**src/rtl/pipe_interlock_pkg.sv**
```systemverilog
package pipe_interlock_pkg;
  typedef enum logic {
    ILK_NO_BYPASS = 1'b0,
    ILK_LOAD_USE  = 1'b1
  } ilk_mode_e;
endpackage

```
**src/rtl/ilk_match.sv**
```systemverilog
module ilk_match #(
  parameter int REG_W = 5
) (
  input  logic [REG_W-1:0] src_i,
  input  logic             src_vld_i,
  input  logic [REG_W-1:0] dst_i,
  input  logic             dst_vld_i,
  output logic             hit_o
);
  // register 0 is never a producer
  assign hit_o = src_vld_i & dst_vld_i & (|dst_i) & (src_i == dst_i);
endmodule

```
**src/rtl/ilk_stage.sv**
```systemverilog
module ilk_stage #(
  parameter int W = 8
) (
  input  logic         clk_i,
  input  logic         rst_ni,
  input  logic [W-1:0] d_i,
  output logic [W-1:0] q_o
);
  always_ff @(posedge clk_i or negedge rst_ni) begin
    if (!rst_ni) q_o <= '0;
    else         q_o <= d_i;
  end
endmodule

```
**src/rtl/ilk_stall.sv**
```systemverilog
module ilk_stall
  import pipe_interlock_pkg::*;
#(
  parameter ilk_mode_e MODE = ILK_NO_BYPASS
) (
  input  logic       dec_valid_i,
  input  logic       dec_is_store_i,
  input  logic [1:0] hit_x_i,
  input  logic [1:0] hit_m_i,
  output logic       stall_o
);
  logic src2_en;

  // store data may be forwarded late when a bypass network exists
  assign src2_en = (MODE == ILK_LOAD_USE) ? ~dec_is_store_i : 1'b1;

  assign stall_o = dec_valid_i &
                   (hit_x_i[0] | hit_m_i[0] | ((hit_x_i[1] | hit_m_i[1]) & src2_en));
endmodule

```
**src/rtl/pipe_interlock.sv**
```systemverilog
module pipe_interlock
  import pipe_interlock_pkg::*;
#(
  parameter int        REG_W  = 5,
  parameter int        CTRL_W = 8,
  parameter ilk_mode_e MODE   = ILK_NO_BYPASS
) (
  input  logic              clk_i,
  input  logic              rst_ni,
  input  logic              dec_valid_i,
  input  logic [REG_W-1:0]  dec_src1_i,
  input  logic              dec_src1_vld_i,
  input  logic [REG_W-1:0]  dec_src2_i,
  input  logic              dec_src2_vld_i,
  input  logic [REG_W-1:0]  dec_dst_i,
  input  logic              dec_dst_vld_i,
  input  logic              dec_is_load_i,
  input  logic              dec_is_store_i,
  input  logic [CTRL_W-1:0] dec_ctrl_i,
  output logic              stall_o,
  output logic              pc_we_o,
  output logic              dec_we_o,
  output logic              ex_valid_o,
  output logic              ex_bubble_o,
  output logic [CTRL_W-1:0] ex_ctrl_o,
  output logic              wb_we_o,
  output logic [REG_W-1:0]  wb_dst_o
);
  localparam int NSRC = 2;
  localparam int NSTG = 2;              // compared stages: execute, memory
  localparam int XW   = 4 + REG_W + CTRL_W;
  localparam int MW   = 2 + REG_W;

  // execute stage: {vld, bub, ld, dv, dst, ctrl}
  logic [XW-1:0] x_d, x_q;
  logic          x_vld, x_bub, x_ld, x_dv;
  logic [REG_W-1:0]  x_dst;
  logic [CTRL_W-1:0] x_ctrl;
  // memory and writeback: {vld, dv, dst}
  logic [MW-1:0] m_q, w_q;
  logic          m_vld, m_dv, w_vld, w_dv;
  logic [REG_W-1:0] m_dst, w_dst;

  logic [REG_W-1:0] src     [NSRC];
  logic             src_vld [NSRC];
  logic [REG_W-1:0] stg_dst [NSTG];
  logic             stg_dv  [NSTG];
  logic [1:0]       hit_x, hit_m;
  logic             stall;

  assign {x_vld, x_bub, x_ld, x_dv, x_dst, x_ctrl} = x_q;
  assign {m_vld, m_dv, m_dst} = m_q;
  assign {w_vld, w_dv, w_dst} = w_q;

  assign src[0]     = dec_src1_i;
  assign src_vld[0] = dec_src1_vld_i;
  assign src[1]     = dec_src2_i;
  assign src_vld[1] = dec_src2_vld_i;

  assign stg_dst[0] = x_dst;
  assign stg_dst[1] = m_dst;

  generate
    if (MODE == ILK_LOAD_USE) begin : g_lu
      // only a load still in execute cannot be forwarded
      assign stg_dv[0] = x_vld & x_dv & x_ld;
      assign stg_dv[1] = 1'b0;
    end else begin : g_nb
      assign stg_dv[0] = x_vld & x_dv;
      assign stg_dv[1] = m_vld & m_dv;
    end
  endgenerate

  for (genvar s = 0; s < NSTG; s++) begin : g_stg
    for (genvar k = 0; k < NSRC; k++) begin : g_src
      logic hit;
      ilk_match #(.REG_W(REG_W)) u_match (
        .src_i     (src[k]),
        .src_vld_i (src_vld[k]),
        .dst_i     (stg_dst[s]),
        .dst_vld_i (stg_dv[s]),
        .hit_o     (hit)
      );
      if (s == 0) begin : g_x
        assign hit_x[k] = hit;
      end else begin : g_m
        assign hit_m[k] = hit;
      end
    end
  end

  ilk_stall #(.MODE(MODE)) u_stall (
    .dec_valid_i    (dec_valid_i),
    .dec_is_store_i (dec_is_store_i),
    .hit_x_i        (hit_x),
    .hit_m_i        (hit_m),
    .stall_o        (stall)
  );

  always_comb begin
    if (stall)
      x_d = {1'b0, 1'b1, {(XW-2){1'b0}}};
    else if (dec_valid_i)
      x_d = {1'b1, 1'b0, dec_is_load_i, dec_dst_vld_i, dec_dst_i, dec_ctrl_i};
    else
      x_d = '0;
  end

  ilk_stage #(.W(XW)) u_x (.clk_i(clk_i), .rst_ni(rst_ni), .d_i(x_d), .q_o(x_q));
  ilk_stage #(.W(MW)) u_m (.clk_i(clk_i), .rst_ni(rst_ni), .d_i({x_vld, x_dv, x_dst}), .q_o(m_q));
  ilk_stage #(.W(MW)) u_w (.clk_i(clk_i), .rst_ni(rst_ni), .d_i(m_q), .q_o(w_q));

  assign stall_o     = stall;
  assign pc_we_o     = ~stall;
  assign dec_we_o    = ~stall;
  assign ex_valid_o  = x_vld;
  assign ex_bubble_o = x_bub;
  assign ex_ctrl_o   = x_ctrl;
  assign wb_we_o     = w_vld & w_dv & (|w_dst);
  assign wb_dst_o    = w_dst;
endmodule

```
**config.mk**
```make
export PLATFORM = sky130hd
export DESIGN_NAME = pipe_interlock
export DESIGN_NICKNAME = d
export VERILOG_FILES = /design/src/rtl/pipe_interlock_pkg.sv /design/src/rtl/ilk_match.sv /design/src/rtl/ilk_stage.sv /design/src/rtl/ilk_stall.sv /design/src/rtl/pipe_interlock.sv
export SDC_FILE = /design/constraint.sdc
export NUM_CORES = 1
export LEC_CHECK = 0
export CORE_ASPECT_RATIO = 1.75
export CORE_UTILIZATION = 30
export CTS_BUF_LIST = sky130_fd_sc_hd__clkbuf_2 sky130_fd_sc_hd__clkbuf_4 sky130_fd_sc_hd__clkbuf_8
export DETAILED_ROUTE_END_ITERATION = 6
export DONT_BUFFER_PORTS = 1
export SYNTH_ARGS = -nofsm -noshare
export SYNTH_HDL_FRONTEND = slang
export SYNTH_HIERARCHICAL = 1
export SYNTH_SLANG_ARGS = --single-unit
```
**constraint.sdc**
```tcl
create_clock -name clk_i -period 2.2 [get_ports clk_i]
set_clock_uncertainty 0.2 [all_clocks]
set_input_delay 0.11 -clock clk_i [delete_from_list [all_inputs] [get_ports clk_i]]
set_output_delay 0.11 -clock clk_i [all_outputs]
set_load 0.01 [all_outputs]
```
==> results of run 1 <==
[final timing paths]
path | from | end | slack (ns)
max reg2reg | u_x/q_o[9] | u_x/q_o[9] | 0.05
max | u_x/q_o[9] | dec_we_o | -0.008
min | rst_ni | u_x/q_o[15] | 0.07
min in group clk_i | u_m/q_o[5] | u_w/q_o[5] | 0.17
min reg2reg | u_m/q_o[5] | u_w/q_o[5] | 0.17
max in group asynchronous | rst_ni | u_m/q_o[2] | 1.55
[routing by layer]
layer | up-vias | share of wire, %
met1 | 402 | 31
met3 | 6 | 7.9
met2 | 32 | 59
li1 | 378 | -
met4 | 0 | 2.8
met5 | - | 0
[power by group through the flow]
stage	clock network, mW	registers (mW)	logic, mW
global route	0.496	0.614	0.136
finish	0.456	0.611	0.123
CTS	0.471	0.608	0.122
detailed placement	0	0.619	0.0735
global placement	0	0.617	0.0711
floorplan	0	0.614	0.0560
[stage by stage]
step                      utilization (%)  instances  cell area [um2]
final                                42.8        174             1660
after detailed placement             33.4        144             1290
after CTS                            42.2        174             1630
after floorplan                         -         93             1210
after global placement               33.4        144             1290
after global routing                 42.8        174             1660
[sequential cells by signal, summed over array words and instances (netlist names)]
name     count
u_x/q_o     16
u_w/q_o      7
u_m/q_o      7
[critical path, stage by stage (launching register included)]
cell	delay (ns)
dfrtp_2	0.43
nor4_4	0.28
o21ai_1	0.08
nor3b_2	0.15
o41a_1	0.46
buf_6	0.15
inv_6	0.06
[cell type report]
| class | instances | area [um2] |
|---|---|---|
| fill | 374 | 2210 |
| sequential | 30 | 757 |
| timing repair buffer | 27 | 259 |
| clock inverter | 1 | 5.00 |
| clock buffer | 7 | 90.1 |
| inverter | 5 | 23.8 |
| tap | 48 | 60.1 |
| multi-input combinational | 56 | 460 |
[repair_timing]
action / 4_1_cts / 5_1_grt
endpoints found under the hold margin: 46 / 0
hold buffers: 17 / 0
buffers inserted: 5 / 0
setup endpoints to repair: 3 / 17
resized for setup: 11 / 4
pin swaps: 3 / 2
==> key figures, run 1 <==
Status
  – Status: finished with violations
  – Failing checks: setup timing

Drt
  – DRC: 0
  – Routed vias: 818
  – First-pass DRT Iterations: 2
  – Avg Vias per Cell: 4.70
  – Drt initial violations: 8
  – DR WL/cell: 15.0 um
  – Final WL: 2610 um
  – Post-DRT Antenna Nets: 0

Min path
  – Worst min path class: in2async

Clock tree
  – Clk Tree Root Cell: clkbuf_8
  – Clk_lat worst skew: 0.28 ns
  – Clk sink count: 30
  – TritonCTS clock tree: done
  – CTS max path bufs: 2
  – Number of CTS-inserted buffers: 5
  – H-tree levels: 2
  – Clock transition at path regs: 0.06 ns

Power and ir drop
  – P_sw: ~270 uW
  – Comb pwr share: 10.4%
  – P_int: 921 uW
  – Sequential power share: 51.3%
  – Leakage: 0.684 nW
  – PwrDens: 719 mW/mm2
  – Sw frac: a little under a quarter
  – Peak VDD IR: between 0.0003 and 0.0004 V
  – Tot Pwr: 1.19 mW
  – Clock power share: 38.3%

Timing
  – Post-route setup slack: -0.00777 ns
  – Final Hold Violating Endpoints: 0
  – RSZ-0062 raised after global routing: yes
  – Slew Viols, Final: 0
  – Tmin final: 2.21 ns
  – # setup viols final: 2
  – Max-slew headroom: between 80% and 90%
  – Maximum clock frequency: around 0.45 GHz
  – Setup tns final: -0.0155 ns
  – Smallest hold slack: 0.0658 ns
  – Worst-Margin Slew: 0.229 ns
  – Fin crit share: 100%

Run
  – Max-cap violations: 0

Global route
  – Met1 GRT Util: 10.8%
  – GRT Max-Usage Layer: met2
  – GRT met2 Usage: between 20 and 25%
  – Largest net degree at the start of global routing: 31
  – Total GRT Usage: 13.7%
  – Initial antenna violation count: 0
  – Vias in the first global route: 905
  – GRT met3 Usage: under 10%
  – Grt total ovfl: 0
  – First-pass GRT wire length: 4070 um

Floorplan
  – Die area: 0.00429 mm2
  – Die Width: 49.9 um
  – Placeable Area: 0.00387 mm2
  – Die Y: approximately 86 um
  – Initial Util: 31.2%
  – # rows: 30
  – Num ports: 50

Setup path
  – CP Max Fanout: 3
  – Setup crit start kind: flip-flop
  – Setup crit end kind: output port
  – WP data required: ~1.9 ns
  – FF-to-FF path depth: 7
  – CP arrival: between 1.5 and 2 ns
  – WS Path Type: reg2out

Finish
  – Antenna cells: 0
  – Most frequent cells in the layout: 25 x dfrtp_1, 16 x and2_1, 16 x xnor2_1, 16 x dlygate4sd3_1, 9 x buf_4
  – Share of cells above drive strength 1: about a quarter
  – Syn-to-layout area delta: 37.2%
  – Commonest non-fill, non-tap cell in the layout: dfrtp_1
  – Fin nets: roughly 160

Place
  – Placer Congestion: 0.860
  – Pre-CTS setup slack: about 0.045 ns
  – IO buf count: 0

Logic synthesis
  – Avg Synthesized Cell Area: approximately 13 um2
  – Cell area after synthesis: 0.00121 mm2
  – Ys Warns: 6
  – Synthesized Nets: 124
  – Synth Instances: 93
(Power assumes the default switching activity.)
==> inputs of run 2 (changes only) <==
Settings changed: BUFFER_PORTS_ARGS set to -buffer_cell sky130_fd_sc_hd__buf_4, DONT_BUFFER_PORTS 1 to not set.
==> run 2 against run 1 <==
  * The run still ends with setup timing left
  * Cell count grew 26%
  * Via count grew 18%
  * Combinational power grew 59%
  * Sequential power shrank 2%
  * Register-to-register slack lost 0.02 ns
  * Die area is the same
  * Wire length grew 9.3%
  * First-iteration DRC count grew 63%
  * Hold slack gained 0.028 ns
  * Critical path depth is the same
  * Non-clock buffer count grew 45
==> key figures, run 2 (same netlist as run 1, synthesis figures left out) <==
Drt
  – First-pass DRT Iterations: 3 (+1)
  – DRC: 0 (unchanged)
  – DR WL/cell: 13.0 um (-13%)
  – Avg Vias per Cell: 4.42 (-5.9%)
  – Routed vias: 969 (+18%)
  – Post-DRT Antenna Nets: 0 (unchanged)
  – Drt initial violations: 13 (+5)
  – Final WL: 2850 um (+9.3%)

Timing
  – Fin crit share: 102% (+1.3 points)
  – Tmin final: 2.24 ns (+0.0280 ns)
  – Worst-Margin Slew: 0.374 ns (+0.145 ns)
  – RSZ-0062 raised after global routing: yes
  – Final Hold Violating Endpoints: 0 (unchanged)
  – Post-route setup slack: -0.0357 ns (-0.0280 ns)
  – # setup viols final: 2 (unchanged)
  – Max-slew headroom: 75.1% (-9.7 points)
  – Slew Viols, Final: 0 (unchanged)
  – Maximum clock frequency: 0.447 GHz (-1.3%)

Finish
  – Final Util: 51.0% (+8.2 points)
  – Antenna cells: 0 (unchanged)
  – Non-Filler Instances: 219 (+26%)
  – Syn-to-layout area delta: 63.5%
  – Flip-flop count of the largest register after layout: 16 (unchanged)
  – Fin nets: 201 (+29%)
  – Top reg by flops: u_x/q_o
  – Commonest non-fill, non-tap cell in the layout: buf_4
  – Most frequent cells in the layout: 53 x buf_4, 27 x dfrtp_1, 16 x and2_1, 16 x xnor2_1, 16 x dlygate4sd3_1
  – Share of cells above drive strength 1: 43.9% (+18 points)
  – Post-route cell area: 0.00197 mm2 (+19%)
  – Largest regs: u_x/q_o: 16 flops, u_m/q_o: 7 flops, u_w/q_o: 7 flops

Min path
  – Worst min path class: in2async

Place
  – DP Area: 0.00166 mm2 (+28%)
  – IO buf count: 47 (+47)
  – Placer Congestion: 0.788 (-8.4%)
  – Detailed Place HPWL: about 2100 um
  – DP Cell Count: 193 (+34%)

Clock tree
  – Clk Tree Root Cell: clkbuf_8
  – TritonCTS clock tree: done
  – H-tree levels: 2 (unchanged)
  – Clock transition at path regs: 0.06 ns (about the same)
  – Clk sink count: 30 (unchanged)
  – Number of CTS-inserted buffers: 5 (unchanged)
  – CTS max path bufs: 2 (unchanged)
  – Clk_lat worst skew: 0.28 ns (about the same)

Setup path
  – Max incr delay on CP: 0.49 ns (+0.03 ns)
  – Worst path cell trace: nor4_2, o21ai_1, nor3b_2, o41a_1, inv_2, buf_6
  – WS Path Type: reg2out
  – Setup crit end kind: output port
  – WP data required: 1.89 ns (about the same)
  – CP arrival: 1.93 ns (+0.03 ns)
  – Slowest CP cell: o41a_1
  – CP Max Fanout: 4 (+1)
  – Setup crit start kind: flip-flop

Run
  – Max-cap violations: 0 (unchanged)

Global route
  – First-pass GRT wire length: 4710 um (+16%)
  – Vias in the first global route: 1,048 (+16%)
  – Largest net degree at the start of global routing: 31 (unchanged)
  – Initial antenna violation count: 0 (unchanged)
  – Grt total ovfl: 0 (unchanged)
  – Total GRT Usage: 15.5% (+1.9 points)

Status
  – Status: finished with violations
  – Failing checks: setup timing

Power and ir drop
  – PwrDens: 633 mW/mm2 (-12%)
  – Leakage: 0.903 nW (+32%)
  – Peak VDD IR: 0.000430 V (+13%)

Floorplan
  – Die Y: 85.9 um (unchanged)
  – # rows: 30 (unchanged)
  – Die area: 0.00429 mm2 (unchanged)
  – Initial Util: 31.2% (unchanged)
  – Num ports: 50 (unchanged)
  – Die Width: 49.9 um (unchanged)
  – Placeable Area: 0.00387 mm2 (unchanged)
## run 2: changes by cell type in the layout (fill, tap and decap cells not counted), sizes merged
cell	before	now
buf	11	56
## run 2: critical path, delay by kind of cell (launching register included)
family | cells | cell delay (ns)
compound gates | 2 | 0.56
simple gates | 2 | 0.44
flops | 1 | 0.43
buf+inv | 2 | 0.22
## run 2: final timing paths
path	cells after the start	slack (ns)	from	endpoint
worst max-delay path	6	-0.04	u_m/q_o[1]	dec_we_o
worst min-delay path	2	0.09	rst_ni	u_x/q_o[15]
worst max register to register	7	0.03	u_m/q_o[1]	u_x/q_o[1]
worst min register to register	0	0.17	u_m/q_o[6]	u_w/q_o[6]
max in group asynchronous	2	1.41	rst_ni	u_m/q_o[0]
min in group clk_i	0	0.17	u_m/q_o[6]	u_w/q_o[6]
## run 2: cell type report
class	count	area [um2]
Fill cell	369	1890
Clock inverter	1	5.00
Tap cell	48	60.1
Sequential cell	30	754
Multi-Input combinational cell	56	452
Timing Repair Buffer	72	592
Inverter	5	18.8
Clock buffer	7	90.1
## run 2: repair_timing
| item | in CTS | in global routing |
|---|---|---|
| setup endpoints to repair | 11 | 18 |
| pin swaps | 3 | 3 |
| hold buffers | 16 | 0 |
| endpoints found under the hold margin | 45 | 0 |
| gates resized for setup | 8 | 5 |
| setup buffers | 2 | 1 |
## run 2: per-layer routing
layer	part of all wire (%)	global-route usage, %
met1	36	15.1
met2	57	27.3
met3	4.8	5.50
met4	2.8	9.35
met5	0	0
## run 2: stage by stage
step	power [mW]	hold slack, ns	TNS (ns)	setup WS [ns]
2_1_floorplan	0.670	-0.386	0	0.0371
3_3_place_gp	0.768	-0.147	0	0.0308
3_5_place_dp	0.772	-0.141	0	0.0267
4_1_cts	1.26	0.106	-0.0854	-0.0371
5_1_grt	1.31	0.138	-1.52	-0.123
6_report	1.25	0.0939	-0.0666	-0.0357
## run 2: power by group
| part | internal [mW] | leakage, nW | switching (mW) |
|---|---|---|---|
| combinational | 0.119 | 0.471 | 0.0758 |
| sequential | 0.581 | 0.380 | 0.0190 |
| clock | 0.264 | 0.0517 | 0.190 |
==> inputs of run 3 (changes only) <==
Clock period 2.2 ns to 2.53 ns, I/O delays scaled along.
==> run 3 against run 2 <==
  * The run now ends clean
  * Cell count is 4.1% lower
  * Sequential share of layout area is 2.3 points higher
  * Setup slack better by 0.21 ns
  * Global-route usage is 1.5 points lower
  * Clock-buffer cell count is 2 lower
  * Hold slack better by 0.030 ns
==> key figures, run 3 (same netlist as run 1, synthesis figures left out) <==
Timing
  – Tmin final: 2.36 ns
  – Maximum clock frequency: 0.424 GHz
  – Max-slew headroom: 75.6% (+0.48 points)
  – Final Hold Violating Endpoints: 0 (unchanged)
  – Slew Viols, Final: 0 (unchanged)
  – # setup viols final: 0 (-2)
  – Smallest hold slack: 0.124 ns (+0.0301 ns)
  – Fin crit share: 93.3%
  – Setup tns final: 0 ns (+0.0666 ns)
  – RSZ-0062 raised after global routing: no
  – Worst-Margin Slew: 0.366 ns (-0.00726 ns)

Min path
  – Worst min path class: in2async

Finish
  – Syn-to-layout area delta: 53.6%
  – Final Util: 47.9% (-3.1 points)
  – Top reg by flops: u_x/q_o
  – Fill cells: 361 (-2.2%)
  – Flip-flop count of the largest register after layout: 16 (unchanged)
  – Commonest non-fill, non-tap cell in the layout: buf_4
  – Most frequent cells in the layout: 48 x buf_4, 30 x dfrtp_1, 16 x and2_1, 16 x xnor2_1, 16 x dlygate4sd3_1
  – Antenna cells: 0 (unchanged)
  – Share of cells above drive strength 1: 36.4% (-7.4 points)
  – Fin nets: 193 (-4.0%)
  – Largest regs: u_x/q_o: 16 flops, u_m/q_o: 7 flops, u_w/q_o: 7 flops
  – Non-Filler Instances: 210 (-4.1%)

Place
  – DP Cell Count: 187 (-3.1%)
  – Placer Congestion: 0.775 (-1.6%)
  – IO buf count: 47 (unchanged)
  – Detailed Place HPWL: 1990 um (-4.6%)

Clock tree
  – Clk_lat worst skew: 0.27 ns (about the same)
  – CTS max path bufs: 2 (unchanged)
  – Number of CTS-inserted buffers: 5 (unchanged)
  – Postcts setup bufs: 0 (-2)
  – Clock transition at path regs: 0.06 ns (about the same)
  – Clk Tree Root Cell: clkbuf_8
  – TritonCTS clock tree: done
  – H-tree levels: 2 (unchanged)
  – Clk sink count: 30 (unchanged)
  – Cts repair resizes: 0 (-8)
  – CTS Hold Bufs: 16 (unchanged)

Global route
  – Initial antenna violation count: 0 (unchanged)
  – Grt total ovfl: 0 (unchanged)
  – Total GRT Usage: 14.1% (-1.5 points)
  – First-pass GRT wire length: 4340 um (-7.9%)
  – Largest net degree at the start of global routing: 31 (unchanged)
  – Vias in the first global route: 976 (-6.9%)

Setup path
  – Crit-path leading delay family: compound AO/OA/AOI/OAI gates
  – Setup crit start kind: flip-flop
  – CP arrival: 2.03 ns (+0.10 ns)
  – Worst path cell trace: nor4_1, o21ai_0, nor3b_2, o41a_1, inv_1, buf_4
  – Max incr delay on CP: 0.47 ns (-0.02 ns)
  – CP Max Fanout: 5 (+1)
  – WS Path Type: reg2out
  – WP buf/inv: 2 (unchanged)
  – WP data required: 2.20 ns (+0.31 ns)
  – Setup crit end kind: output port
  – Slowest CP cell: o41a_1

Floorplan
  – # rows: 30 (unchanged)
  – Placeable Area: 0.00387 mm2 (unchanged)
  – Num ports: 50 (unchanged)
  – Initial Util: 31.2% (unchanged)
  – Die Y: 85.9 um (unchanged)
  – Die area: 0.00429 mm2 (unchanged)
  – Die Width: 49.9 um (unchanged)

Power and ir drop
  – Tot Pwr: 1.01 mW (-19%)
  – PwrDens: 546 mW/mm2 (-14%)
  – Peak VDD IR: 0.000347 V (-19%)
  – Leakage: 0.847 nW (-6.1%)

Drt
  – Routed vias: 911 (-6.0%)
  – Avg Vias per Cell: 4.34 (-2.0%)
  – DR WL/cell: 12.4 um (-4.6%)
  – First-pass DRT Iterations: 3 (unchanged)
  – Post-DRT Antenna Nets: 0 (unchanged)
  – DRC: 0 (unchanged)
  – Final WL: 2610 um (-8.5%)
  – Drt initial violations: 13 (unchanged)

Status
  – Status: finished, final reports clean

Run
  – Max-cap violations: 0 (unchanged)
==> run 3: cell count changes in the layout (fill, tap and decap cells not counted), sizes merged <==
| cell | delta |
|---|---|
| clkbuf | -2 |
| clkinv | +1 |
| buf | -8 |
==> run 3: through the flow <==
step	area [um2]	setup WS, ns
2_1_floorplan	1210	0.367
3_3_place_gp	1610	0.258
3_5_place_dp	1610	0.219
4_1_cts	1850	0.138
5_1_grt	1850	0.0115
6_report	1850	0.170
==> run 3: final timing paths <==
check,from,cells past startpoint,slack [ns],end
max,u_x/q_o[10],6,0.17,dec_we_o
min,rst_ni,2,0.12,u_x/q_o[15]
max reg2reg,u_x/q_o[10],7,0.23,u_x/q_o[10]
min reg2reg,u_x/q_o[13],0,0.17,u_m/q_o[5]
max in group asynchronous,rst_ni,2,1.74,u_x/q_o[10]
min in group clk_i,u_x/q_o[13],0,0.17,u_m/q_o[5]
==> run 3: power breakdown <==
part	leakage, nW	switching, mW	total [mW]	internal [mW]
logic	0.419	0.0573	0.149	0.0921
registers	0.384	0.0181	0.522	0.504
clock network	0.0438	0.157	0.340	0.184
==> run 3: layout make-up <==
class                      instances  area [um2]  share of cell area, %
sequential                        30         751                   40.5
timing repair buffer              64         520                   28.1
multi-input combinational         56         424                   22.9
clock buffer                       5        68.8                   3.71
tap                               48        60.1                   3.24
inverter                           5        18.8                   1.01
clock inverter                     2        10.0                  0.540
==> run 3: per-layer routing <==
layer  vias up  global-route usage [%]  part of all wire [%]
met3         7                    4.79                   4.4
met1       416                    13.7                    35
li1        457                       -                     -
met5         -                       0                     0
met4         0                    9.61                   3.7
met2        31                    24.3                    57
